### config.mk
export PLATFORM = sky130hd
export DESIGN_NAME = pkt_frame_gen
export DESIGN_NICKNAME = d
export VERILOG_FILES = /design/src/rtl/pkt_frame_pkg.sv /design/src/rtl/pkt_frame_cnt.sv /design/src/rtl/pkt_frame_ctrl.sv /design/src/rtl/pkt_frame_enc.sv /design/src/rtl/pkt_frame_gen.sv
export SDC_FILE = /design/constraint.sdc
export NUM_CORES = 1
export LEC_CHECK = 0
export ABC_AREA = 1
export BUFFER_PORTS_ARGS = -buffer_cell sky130_fd_sc_hd__buf_4
export CORE_UTILIZATION = 35
export DETAILED_ROUTE_END_ITERATION = 7
export GPL_ROUTABILITY_DRIVEN = 0
export PLACE_DENSITY_LB_ADDON = 0.3
export SYNTH_ARGS = -nofsm -noshare
export SYNTH_HDL_FRONTEND = slang
export SYNTH_SLANG_ARGS = --single-unit
### constraint.sdc
create_clock -name clk -period 1.5 [get_ports clk]
set_input_delay 0.3 -clock clk [delete_from_list [all_inputs] [get_ports clk]]
set_output_delay 0.3 -clock clk [all_outputs]
set_load 0.02 [all_outputs]
### src/rtl/pkt_frame_pkg.sv
package pkt_frame_pkg;

    typedef enum logic [1:0] {
        ST_IDLE = 2'd0,
        ST_MARK = 2'd1,
        ST_GAP  = 2'd2,
        ST_END  = 2'd3
    } fsm_state_t;

    typedef enum logic [1:0] {
        CODE_IDLE = 2'b00,
        CODE_MARK = 2'b01,
        CODE_END  = 2'b11
    } frame_code_t;

    localparam int unsigned MIN_LEN = 2;

endpackage

### src/rtl/pkt_frame_cnt.sv
// Loadable down counter with a flag that marks the value one.
module pkt_frame_cnt #(
    parameter int unsigned W = 8
) (
    input  logic         clk,
    input  logic         rst_n,
    input  logic         load,
    input  logic [W-1:0] load_val,
    input  logic         dec,
    output logic         at_one
);
    localparam logic [W-1:0] ONE = W'(1);

    logic [W-1:0] cnt_q;

    always_ff @(posedge clk or negedge rst_n) begin
        if (!rst_n) begin
            cnt_q <= '0;
        end else if (load) begin
            cnt_q <= load_val;
        end else if (dec && cnt_q != '0) begin
            cnt_q <= cnt_q - ONE;
        end
    end

    assign at_one = (cnt_q == ONE);
endmodule

### src/rtl/pkt_frame_ctrl.sv
// State machine that sequences markers, gaps and the end code.
module pkt_frame_ctrl
    import pkt_frame_pkg::*;
#(
    parameter int unsigned LEN_W = 8,
    parameter int unsigned GAP_W = 8
) (
    input  logic             clk,
    input  logic             rst_n,
    input  logic             start_i,
    input  logic [LEN_W-1:0] len_i,
    input  logic [GAP_W-1:0] gap_i,
    input  logic             mark_last,
    input  logic             gap_last,
    output logic             mark_load,
    output logic [LEN_W-1:0] mark_load_val,
    output logic             mark_dec,
    output logic             gap_load,
    output logic [GAP_W-1:0] gap_load_val,
    output logic             gap_dec,
    output fsm_state_t       state,
    output logic             busy,
    output logic             done
);
    localparam logic [LEN_W-1:0] LEN_MIN = LEN_W'(MIN_LEN);
    localparam logic [LEN_W-1:0] LEN_ONE = LEN_W'(1);

    fsm_state_t       state_q, state_d;
    logic [GAP_W-1:0] gap_q;
    logic             accept;

    assign accept = (state_q == ST_IDLE) && start_i && (len_i >= LEN_MIN);

    // State register and captured gap length
    always_ff @(posedge clk or negedge rst_n) begin
        if (!rst_n) begin
            state_q <= ST_IDLE;
            gap_q   <= '0;
        end else begin
            state_q <= state_d;
            if (accept) begin
                gap_q <= gap_i;
            end
        end
    end

    // Next-state logic
    always_comb begin
        state_d = state_q;
        unique case (state_q)
            ST_IDLE: if (accept) state_d = ST_MARK;
            ST_MARK: begin
                if (mark_last)        state_d = ST_END;
                else if (gap_q == '0) state_d = ST_MARK;
                else                  state_d = ST_GAP;
            end
            ST_GAP:  if (gap_last) state_d = ST_MARK;
            ST_END:  state_d = ST_IDLE;
        endcase
    end

    // Output and counter-control decode
    always_comb begin
        mark_load     = accept;
        mark_load_val = len_i - LEN_ONE;
        mark_dec      = 1'b0;
        gap_load      = 1'b0;
        gap_load_val  = gap_q;
        gap_dec       = 1'b0;
        busy          = 1'b1;
        done          = 1'b0;
        unique case (state_q)
            ST_IDLE: busy = 1'b0;
            ST_MARK: begin
                mark_dec = 1'b1;
                gap_load = 1'b1;
            end
            ST_GAP:  gap_dec = 1'b1;
            ST_END:  done = 1'b1;
        endcase
    end

    assign state = state_q;
endmodule

### src/rtl/pkt_frame_enc.sv
// Maps controller state to the framing code on the wire.
module pkt_frame_enc
    import pkt_frame_pkg::*;
(
    input  fsm_state_t  state,
    output logic [1:0]  code
);
    frame_code_t c;

    always_comb begin
        unique case (state)
            ST_IDLE: c = CODE_IDLE;
            ST_MARK: c = CODE_MARK;
            ST_GAP:  c = CODE_IDLE;
            ST_END:  c = CODE_END;
        endcase
    end

    assign code = c;
endmodule

### src/rtl/pkt_frame_gen.sv
module pkt_frame_gen
    import pkt_frame_pkg::*;
#(
    parameter int unsigned LEN_W = 8,
    parameter int unsigned GAP_W = 8
) (
    input  logic             clk,
    input  logic             rst_n,
    input  logic             start_i,
    input  logic [LEN_W-1:0] len_i,
    input  logic [GAP_W-1:0] gap_i,
    output logic [1:0]       code_o,
    output logic             busy_o,
    output logic             done_o
);
    logic             mark_last, gap_last;
    logic             mark_load, mark_dec, gap_load, gap_dec;
    logic [LEN_W-1:0] mark_load_val;
    logic [GAP_W-1:0] gap_load_val;
    fsm_state_t       state;

    pkt_frame_ctrl #(.LEN_W(LEN_W), .GAP_W(GAP_W)) u_ctrl (
        .clk           (clk),
        .rst_n         (rst_n),
        .start_i       (start_i),
        .len_i         (len_i),
        .gap_i         (gap_i),
        .mark_last     (mark_last),
        .gap_last      (gap_last),
        .mark_load     (mark_load),
        .mark_load_val (mark_load_val),
        .mark_dec      (mark_dec),
        .gap_load      (gap_load),
        .gap_load_val  (gap_load_val),
        .gap_dec       (gap_dec),
        .state         (state),
        .busy          (busy_o),
        .done          (done_o)
    );

    pkt_frame_cnt #(.W(LEN_W)) u_mark_cnt (
        .clk      (clk),
        .rst_n    (rst_n),
        .load     (mark_load),
        .load_val (mark_load_val),
        .dec      (mark_dec),
        .at_one   (mark_last)
    );

    pkt_frame_cnt #(.W(GAP_W)) u_gap_cnt (
        .clk      (clk),
        .rst_n    (rst_n),
        .load     (gap_load),
        .load_val (gap_load_val),
        .dec      (gap_dec),
        .at_one   (gap_last)
    );

    pkt_frame_enc u_enc (
        .state (state),
        .code  (code_o)
    );
endmodule

==> flow_metrics.tcl, run 1 <==
set metrics [dict create \
    yosysTopAreaCell "dfrtp_1" \
    n_fill_cell 495 \
    crit_chain "inv_2 > ha_4 > nand2_4 > o21ai_4 > clkinv_4 > buf_4 > nand2_1 > nand3_1" \
    antennaDiodeCount 0 \
    grt_usage 0.1620 \
    peakVddDrop_uv 799.4 \
    via_count 1634 \
    detail_route.wl_per_cell_um 10.95 \
    drtIter0Drc 65 \
    crit_path_start_kind "register" \
    nets 320 \
    route.detailed.drc 0 \
    place_hpwl_um 3029 \
    required_ns 1.67 \
    worstPathArrival_ns 1.64 \
    die_h_um 72.90 \
    tightest_slew_ns 0.3484 \
    yosysSeqAreaShare 0.3698 \
    synth_seq_cells 26 \
    clk_pin_slew_ns 0.10 \
    finish.utilization 0.4719 \
    cp-startpoint "u_gap_cnt.cnt_q[1]" \
    syn2layout_area_growth_pct 28.38 \
    maxCapViolCount 0 \
    status "complete, no violations" \
    endpoint "u_gap_cnt.cnt_q[2]" \
    die-area_um2 5314 \
    grt_max_degree 27 \
    die-width_um 72.90 \
    grt_pass1_vias 1484 \
    cp-end-kind "register" \
    dp_cells 348 \
    synthCells 255 \
    async_reset_ff_frac 1.000 \
    slew_headroom 0.7677 \
    wl_um 3953 \
    start_util 0.3676 \
    finalNonFillerCells 361 \
    leakagePower_nw 1.187 \
    synth.cell_area_um2 1759 \
    syn_area_per_cell_um2 6.899 \
    clock_sinks 26 \
    path_delay_family "flip-flops" \
    gr-total-overflow 0 \
    final_cell_mix "nand2_1, buf_4, dfrtp_1" \
    synth_edf_count 0 \
    path_buf_inv 3 \
    max_freq_ghz 0.6801 \
    drive_above_1_share 0.2517 \
    critPathSlowestCell "dfrtp_1" \
    whs_ns 0.2118 \
    rsz0062_at_grt "yes" \
    worstReg2RegStart "u_gap_cnt.cnt_q[1]" \
    cts_buffer_depth 2 \
    synthTopCellsByArea "dfrtp_1, nand2_1, nand3_1, inv_1, ha_1" \
    path_class "register to register" \
    rows 25 \
    port_buffers 22 \
    critPathMaxFanout 6 \
    synth_top_area_share 0.3698 \
    cp.depth 8 \
    cts_tree "yes" \
    ys_warn_count 0 \
    rr_worst_depth 8 \
    post-route-period-util 0.9803 \
    hold_viol 0 \
    cellPowerDensity_nw_per_um2 2054 \
    firstDrtPassIters 4 \
    finalCriticalPeriod_ns 1.470 \
    drtAntennaViolNets 0 \
    power_mw 4.638 \
    grt_pass1_wl_um 6603 \
    ys.flop_type "dfrtp_1" \
    cts_inserted_buffers 3 \
    critPathMaxStageDelay_ns 0.42 \
    reg2reg_slack_ns 0.03 \
    report.final.slew_viol_count 0 \
    layout_commonest_cell "nand2_1" \
    drt-vias-per-instance 4.526 \
    fin_skew_ns 0.009720 \
    cts_root_buf "clkbuf_8" \
    htree_num_levels 1 \
    syn_nets 280 \
    clock_latency_ns 0.28 \
    ys_types 26 \
    hold_path.class "primary input to register" \
    num_io_pins 23 \
    reg2reg_to "u_gap_cnt.cnt_q[2]" \
    antenna_found_initial 0 \
    fp.coreArea_um2 4786 \
    final-setup-viol-count 0 \
]
worst min path at each step:
stage	endpoint	slack, ns	start	cells past startpoint
after CTS	u_ctrl.gap_load_val[5]	0.21	gap_i[5]	3
final	u_ctrl.gap_load_val[5]	0.21	gap_i[5]	3
after global placement	u_ctrl.gap_load_val[1]	0.24	rst_n	1
after detailed placement	u_gap_cnt.cnt_q[0]	0.24	rst_n	1
after global routing	u_ctrl.gap_load_val[4]	0.21	gap_i[4]	3
after floorplan	u_ctrl.gap_load_val[0]	0.004	rst_n	0
tightest hold or removal path, delay by kind of cell:
family	cells	cell delay, ns
and+or+nand+nor	2	0.09
buffers and inverters	1	0.08
cells by family after synthesis:
logic type | count (synthesis) | synth area share
AND/OR/NAND/NOR | 165 | 0.4004
buffers and inverters | 35 | 0.08818
flip-flops | 26 | 0.3698
AO/OA/AOI/OAI | 13 | 0.04907
XOR/XNOR | 10 | 0.04978
adder cells (fa/ha/maj) | 6 | 0.04267
metrics by stage:
step	setup TNS, ns	setup WS (ns)	area, um2
finish	0	0.02956	2258
global route	-0.1574	-0.03781	2258
CTS	0	0.001835	2118
detailed placement	-0.003973	-0.003973	2034
global placement	0	0.02855	2034
floorplan	0	0.1473	1759
flip-flops by register name, summed over array words and instances (netlist names):
signal               cells
u_ctrl.gap_load_val      8
u_mark_cnt.cnt_q         8
u_ctrl.state             2
u_gap_cnt.cnt_q          8
final cells by class:
cell class,count,area (um2),area share
sequential,26,651.9,0.2886
multi-input combinational,194,1028,0.4554
tap,67,83.83,0.03712
clock inverter,1,30.03,0.01330
clock buffer,3,41.29,0.01828
inverter,30,120.1,0.05319
timing repair buffer,40,302.8,0.1341
Yosys cell counts (all sizes together), types with 2 or more instances:
master and instances:
inv 29, dfrtp 26, a21oi 2, buf 4, nand2 108, o21ai 10, nor2 28, nand3 25
xnor2 4, ha 6, xor2 6, nor3 2
metal layers:
layer	vias up	part of all wire	global-route usage
met5	-	0	0
met1	735	0.48	0.2113
li1	864	-	-
met2	29	0.47	0.2783
met3	6	0.038	0.03315
met4	0	0.0086	0.03268
power breakdown:
group	total [mW]	internal [mW]	leakage, nW	switching [mW]
Clock	0.590	0.357	0.0357	0.232
Combinational	2.67	1.14	0.829	1.53
Sequential	1.38	1.05	0.322	0.334
timing repair:
item,4_1_cts,5_1_grt
endpoints found under the setup margin,4,15
pin swaps,0,7
cloned,0,0
hold buffers,1,0
setup buffers,0,8
gates resized for setup,1,23
hold endpoints to repair,26,0
No activity file was read; power rests on OpenSTA's default activity.
==> run 2, diff against run 1 <==
--- a/config.mk
+++ b/config.mk
@@ -7,7 +7,7 @@
 export LEC_CHECK = 0
 export ABC_AREA = 1
 export BUFFER_PORTS_ARGS = -buffer_cell sky130_fd_sc_hd__buf_4
-export CORE_UTILIZATION = 35
+export CORE_UTILIZATION = 30
 export DETAILED_ROUTE_END_ITERATION = 7
 export GPL_ROUTABILITY_DRIVEN = 0
 export PLACE_DENSITY_LB_ADDON = 0.3
==> constraint.sdc (replaced) <==
create_clock -name clk -period 1.5 [get_ports clk]
set_input_delay 0.15 -clock clk [delete_from_list [all_inputs] [get_ports clk]]
set_output_delay 0.15 -clock clk [all_outputs]
set_load 0.02 [all_outputs]
==> run 2 against run 1 <==
Net effect: first-iteration DRC count shrank 26%; maximum frequency grew 3.2%; power shrank 3.1%; flip-flop and latch count is the same; core utilization shrank 7.5 points; critical path depth shrank 1; clock power grew 2%; non-clock buffer count shrank 5; critical path type unchanged; largest cell class unchanged; highest routed layer unchanged.
==> flow_metrics.tcl, run 2 (synthesis results as in run 1) <==
set metrics [dict create \
    cp.depth 7 \
    critPathMaxFanout 8 \
    path_delay_family "simple AND/OR/NAND/NOR gates" \
    route.detailed.drc 0 \
    critPathSlowestCell "dfrtp_2" \
    cp-end-kind "register" \
    firstDrtPassIters 4 \
    grt_pass1_vias 1520 \
    wl_um 3981 \
    hold_path.class "primary input to register" \
    port_buffers 22 \
    finalCriticalPeriod_ns 1.425 \
    antenna_found_initial 0 \
    worstReg2RegStart "u_gap_cnt.cnt_q[5]" \
    critPathMaxStageDelay_ns 0.45 \
    max_freq_ghz 0.7015 \
    peakVddDrop_uv 973.7 \
    finish.utilization 0.3964 \
    cp-startpoint "u_gap_cnt.cnt_q[5]" \
    power_mw 4.494 \
    status "complete, no violations" \
    dp_cells 351 \
    clock_latency_ns 0.28 \
    start_util 0.3156 \
    fin_ws_ns 0.07452 \
    final-setup-viol-count 0 \
    report.final.slew_viol_count 0 \
    endpoint "u_gap_cnt.cnt_q[4]" \
    place_hpwl_um 3027 \
    layout_commonest_cell "nand2_1" \
    cellPowerDensity_nw_per_um2 2034 \
    required_ns 1.71 \
    maxCapViolCount 0 \
    rr_worst_depth 7 \
    rows 27 \
    crit_path_start_kind "register" \
    htree_num_levels 1 \
    clock_sinks 26 \
    path_class "register to register" \
    worstPathArrival_ns 1.64 \
    cts_tree "yes" \
    fp.coreArea_um2 5574 \
    drive_above_1_share 0.2318 \
    cts_root_buf "clkbuf_8" \
    grt_usage 0.1364 \
    die-area_um2 6174 \
    fin_skew_ns 0.01095 \
    die_h_um 78.58 \
    place_ws_ns 0.02389 \
    cts_buffer_depth 2 \
    hold_path_startpoint "gap_i[2]" \
    drtIter0Drc 48 \
    cts_inserted_buffers 3 \
    final_cell_mix "nand2_1, buf_4, dfrtp_1" \
    crit_chain "nor2_4 > nand3_2 > o21ai_4 > inv_4 > nor2_8 > nand2_1 > o21ai_0" \
    reg2reg_slack_ns 0.07 \
    leakagePower_nw 1.155 \
    slew_headroom 0.7689 \
    clk_pin_slew_ns 0.10 \
    via_count 1600 \
    syn2layout_area_growth_pct 25.60 \
    die-width_um 78.58 \
    finalNonFillerCells 361 \
    drtAntennaViolNets 0 \
    grt_max_degree 27 \
    tightest_slew_ns 0.3466 \
    antennaDiodeCount 0 \
    nets 315 \
    reg2reg_to "u_gap_cnt.cnt_q[4]" \
    drt-vias-per-instance 4.432 \
    post-route-period-util 0.9503 \
    hold_viol 0 \
    num_io_pins 23 \
    grt_pass1_wl_um 6679 \
    detail_route.wl_per_cell_um 11.03 \
    gr-total-overflow 0 \
    min_path_cells 3 \
    path_buf_inv 1 \
]
run 2: changes by cell type in the layout (fill, tap and decap cells not counted), sizes merged:
cell    before  now
buf         39   34
clkinv       1    0
inv         29   30
run 2: report_power, final:
| group | internal [mW] | switching [mW] |
|---|---|---|
| clock network | 0.358 | 0.244 |
| registers | 1.05 | 0.326 |
| logic | 1.05 | 1.47 |
| total | 2.46 | 2.04 |
run 2: worst min-delay path: cells and delay by family:
family | cells | cell delay (ns)
AND/OR/NAND/NOR | 2 | 0.09
buffers and inverters | 1 | 0.08
run 2: final cells by class:
type	count	area [um2]
inverters	30	117.6
multi-input cells	194	1013
flip-flops and latches	26	651.9
well taps	72	90.09
repair buffers	35	265.3
clock buffers	3	41.29
clock inverters	1	30.03
fillers	592	3364
run 2: stage by stage:
step | TNS, ns | hold slack (ns) | area, um2
after global routing | -0.01321 | 0.06246 | 2210
after detailed placement | 0 | 0.08855 | 2026
final | 0 | 0.05703 | 2210
after global placement | 0 | 0.08433 | 2026
after CTS | 0 | 0.06061 | 2107
after floorplan | 0 | -0.1456 | 1759
run 2: timing repair:
item | 4_1_cts | 5_1_grt
hold endpoints to repair | 26 | 0
hold buffers | 1 | 0
buffers inserted | 0 | 5
resized for setup | 0 | 18
setup endpoints to repair | 0 | 16
run 2: worst min path at each step:
stage | endpoint
floorplan | u_ctrl.gap_load_val[0]
global placement | u_gap_cnt.cnt_q[0]
detailed placement | u_gap_cnt.cnt_q[0]
CTS | u_ctrl.gap_load_val[2]
global route | u_ctrl.gap_load_val[2]
finish | u_ctrl.gap_load_val[2]
run 2: per-layer routing:
metal / routed length (um) / GRT usage / vias to the layer above / part of all wire
met3: 123 / 0.02907 / 4 / 0.031
met1: 1832 / 0.1712 / 734 / 0.46
li1: - / - / 848 / -
met5: 0 / 0 / - / 0
met2: 1999 / 0.2383 / 14 / 0.50
met4: 25 / 0.02778 / 0 / 0.0063
==> run 3, diff against run 2 <==
--- a/config.mk
+++ b/config.mk
@@ -5,7 +5,7 @@
 export SDC_FILE = /design/constraint.sdc
 export NUM_CORES = 1
 export LEC_CHECK = 0
-export ABC_AREA = 1
+export ABC_AREA = 0
 export BUFFER_PORTS_ARGS = -buffer_cell sky130_fd_sc_hd__buf_4
 export CORE_UTILIZATION = 30
 export DETAILED_ROUTE_END_ITERATION = 7
==> run 3 against run 2 <==
Net effect: the run now ends with setup timing left; synthesized cell count down 36%; maximum frequency down 14%; flip-flop and latch count unchanged; power up 17%; worst setup slack worse by 0.24 ns; core utilization up 9.6 points; non-clock buffer count up 43; critical endpoint is now u_gap_cnt.cnt_q[6]; largest cell class unchanged.
==> flow_metrics.tcl, run 3 <==
set metrics [dict create \
    htree_num_levels 1 \
    final-setup-viol-count 24 \
    synthAdderAreaFrac 0.04458 \
    synth_top_family_by_area "simple AND/OR/NAND/NOR gates" \
    port_buffers 22 \
    synthXorXnorAreaFrac 0.03120 \
    maxCapViolCount 0 \
    grt_usage 0.1574 \
    drt-vias-per-instance 4.990 \
    drive_above_1_share 0.5168 \
    drtIter0Drc 73 \
    tightest_slew_ns 0.4874 \
    hold_path.class "primary input to register" \
    grt_pass1_wl_um 7465 \
    yosysSeqAreaShare 0.3863 \
    hold_viol 0 \
    status "finished with violations" \
    grt_pass1_vias 1578 \
    cts_tree "yes" \
    critPathMaxFanout 4 \
    syn_area_per_cell_um2 10.33 \
    layout_commonest_cell "buf_4" \
    place_area_um2 2313 \
    die-area_um2 5917 \
    cp-end-kind "register" \
    synth_seq_cells 26 \
    die-width_um 76.93 \
    critPathSlowestCell "dfrtp_1" \
    whs_ns 0.09970 \
    drtAntennaViolNets 0 \
    num_io_pins 23 \
    synthSimpleGateAreaFrac 0.2273 \
    cts_buffer_depth 2 \
    synth_most_common_cell "dfrtp_1" \
    failed_checks "setup timing" \
    reg2reg_slack_ns -0.16 \
    synthTopCellsByCount "dfrtp_1, nor2_1, mux2_1, inv_1, nor3_1" \
    ys_types 49 \
    fin_ws_ns -0.1621 \
    syn_nets 188 \
    die_h_um 76.93 \
    ys_warn_count 0 \
    antennaDiodeCount 0 \
    via_count 1537 \
    start_util 0.3196 \
    yosysTopAreaCell "dfrtp_1" \
    synth_top_area_share 0.3863 \
    fp.coreArea_um2 5270 \
    path_class "register to register" \
    fin_area_um2 2595 \
    clk_pin_slew_ns 0.10 \
    critPathMaxStageDelay_ns 0.42 \
    wl_um 4304 \
    async_reset_ff_frac 1.000 \
    cts_root_buf "clkbuf_8" \
    cts_inserted_buffers 3 \
    synth_edf_count 0 \
    rows 26 \
    min_path_cells 2 \
    rr_worst_depth 6 \
    place_hpwl_um 3123 \
    clock_latency_ns 0.27 \
    cellPowerDensity_nw_per_um2 2025 \
    detail_route.wl_per_cell_um 13.97 \
    worstPathArrival_ns 1.82 \
    synth_compound_area_frac 0.1731 \
    crit_path_start_kind "register" \
    final_cell_mix "buf_4, dfrtp_1, nor2_1" \
    rsz0062_at_grt "yes" \
    post-route-period-util 1.108 \
    muxShareOfSynthArea 0.09584 \
    synthTopCellsByArea "dfrtp_1, mux2_1, ha_1, a221o_1, mux2i_1" \
    n_fill_cell 520 \
    clock_sinks 26 \
    gr-total-overflow 0 \
    firstDrtPassIters 4 \
    finalCriticalPeriod_ns 1.662 \
    crit_chain "inv_2 > ha_4 > or3b_4 > nor3_2 > mux2i_1 > a221o_1" \
    required_ns 1.66 \
    syn2layout_area_growth_pct 54.09 \
    leakagePower_nw 1.134 \
    slew_headroom 0.6720 \
    route.detailed.drc 0 \
    synth.cell_area_um2 1684 \
    synthCells 163 \
    fin_skew_ns 0.005191 \
    nets 264 \
    antenna_found_initial 0 \
    grt_max_degree 27 \
    peakVddDrop_uv 769.1 \
    ys.flop_type "dfrtp_1" \
    max_freq_ghz 0.6016 \
    report.final.slew_viol_count 0 \
]
==> run 3: cell type report <==
class	instances	area, um2	area share
Timing Repair Buffer	78	626.9	0.2416
Inverter	8	30.03	0.01157
Multi-Input combinational cell	122	1126	0.4339
Tap cell	70	87.58	0.03375
Clock buffer	3	41.29	0.01591
Sequential cell	26	653.1	0.2517
Clock inverter	1	30.03	0.01157
==> run 3: layer usage <==
layer	track usage	routed length (um)
met1	0.2087	2031
met2	0.2696	2109
met5	0	0
met4	0.02885	24
met3	0.02500	137
==> run 3: kinds of logic after synthesis <==
group | count (synthesis)
AO/OA/AOI/OAI | 33
XOR/XNOR | 6
adder cells (fa/ha/maj) | 6
buffers and inverters | 15
flip-flops | 26
multiplexers | 15
AND/OR/NAND/NOR | 62
==> run 3: through the flow <==
step | worst slack (ns) | utilization | power [mW] | cells | setup TNS [ns]
after global placement | -0.1207 | 0.4390 | 4.082 | 294 | -1.644
after CTS | -0.1563 | 0.4827 | 5.141 | 304 | -2.267
final | -0.1621 | 0.4924 | 5.256 | 308 | -2.284
after detailed placement | -0.1513 | 0.4390 | 4.123 | 294 | -2.086
after floorplan | -0.1238 | - | 2.914 | 163 | -1.208
after global routing | -0.2300 | 0.4924 | 5.656 | 308 | -4.040
==> run 3: critical path, delay by kind of cell, from the launching register on <==
kind                       cells  cell delay, ns
and+or+nand+nor                2            0.52
buffers and inverters          1            0.10
muxes                          1            0.08
AOI/OAI and AO/OA              1            0.29
DFF                            1            0.42
adders and majority gates      1            0.13
==> run 3: power by group <==
part,switching (mW),total [mW],internal [mW]
Combinational,1.37,3.21,1.84
Clock,0.234,0.591,0.357
Sequential,0.389,1.45,1.06
Total,1.99,5.26,3.26
==> run 3: final timing paths <==
kind / start / endpoint
min in group asynchronous: rst_n / u_gap_cnt.cnt_q[0]
max in group asynchronous: rst_n / u_mark_cnt.cnt_q[4]
setup / recovery: u_gap_cnt.cnt_q[1] / u_gap_cnt.cnt_q[6]
setup reg to reg: u_gap_cnt.cnt_q[1] / u_gap_cnt.cnt_q[6]
hold / removal: gap_i[5] / u_ctrl.gap_load_val[5]
hold reg to reg: u_ctrl.gap_load_val[4] / u_gap_cnt.cnt_q[4]
==> run 3: timing repair <==
| action | 4_1_cts | 5_1_grt |
|---|---|---|
| resized for setup | 25 | 7 |
| endpoints found under the hold margin | 26 | 0 |
| setup endpoints to repair | 24 | 25 |
| cloned | 0 | 0 |
| pin swaps | 11 | 9 |
| hold buffers | 1 | 0 |
| setup buffers | 5 | 4 |
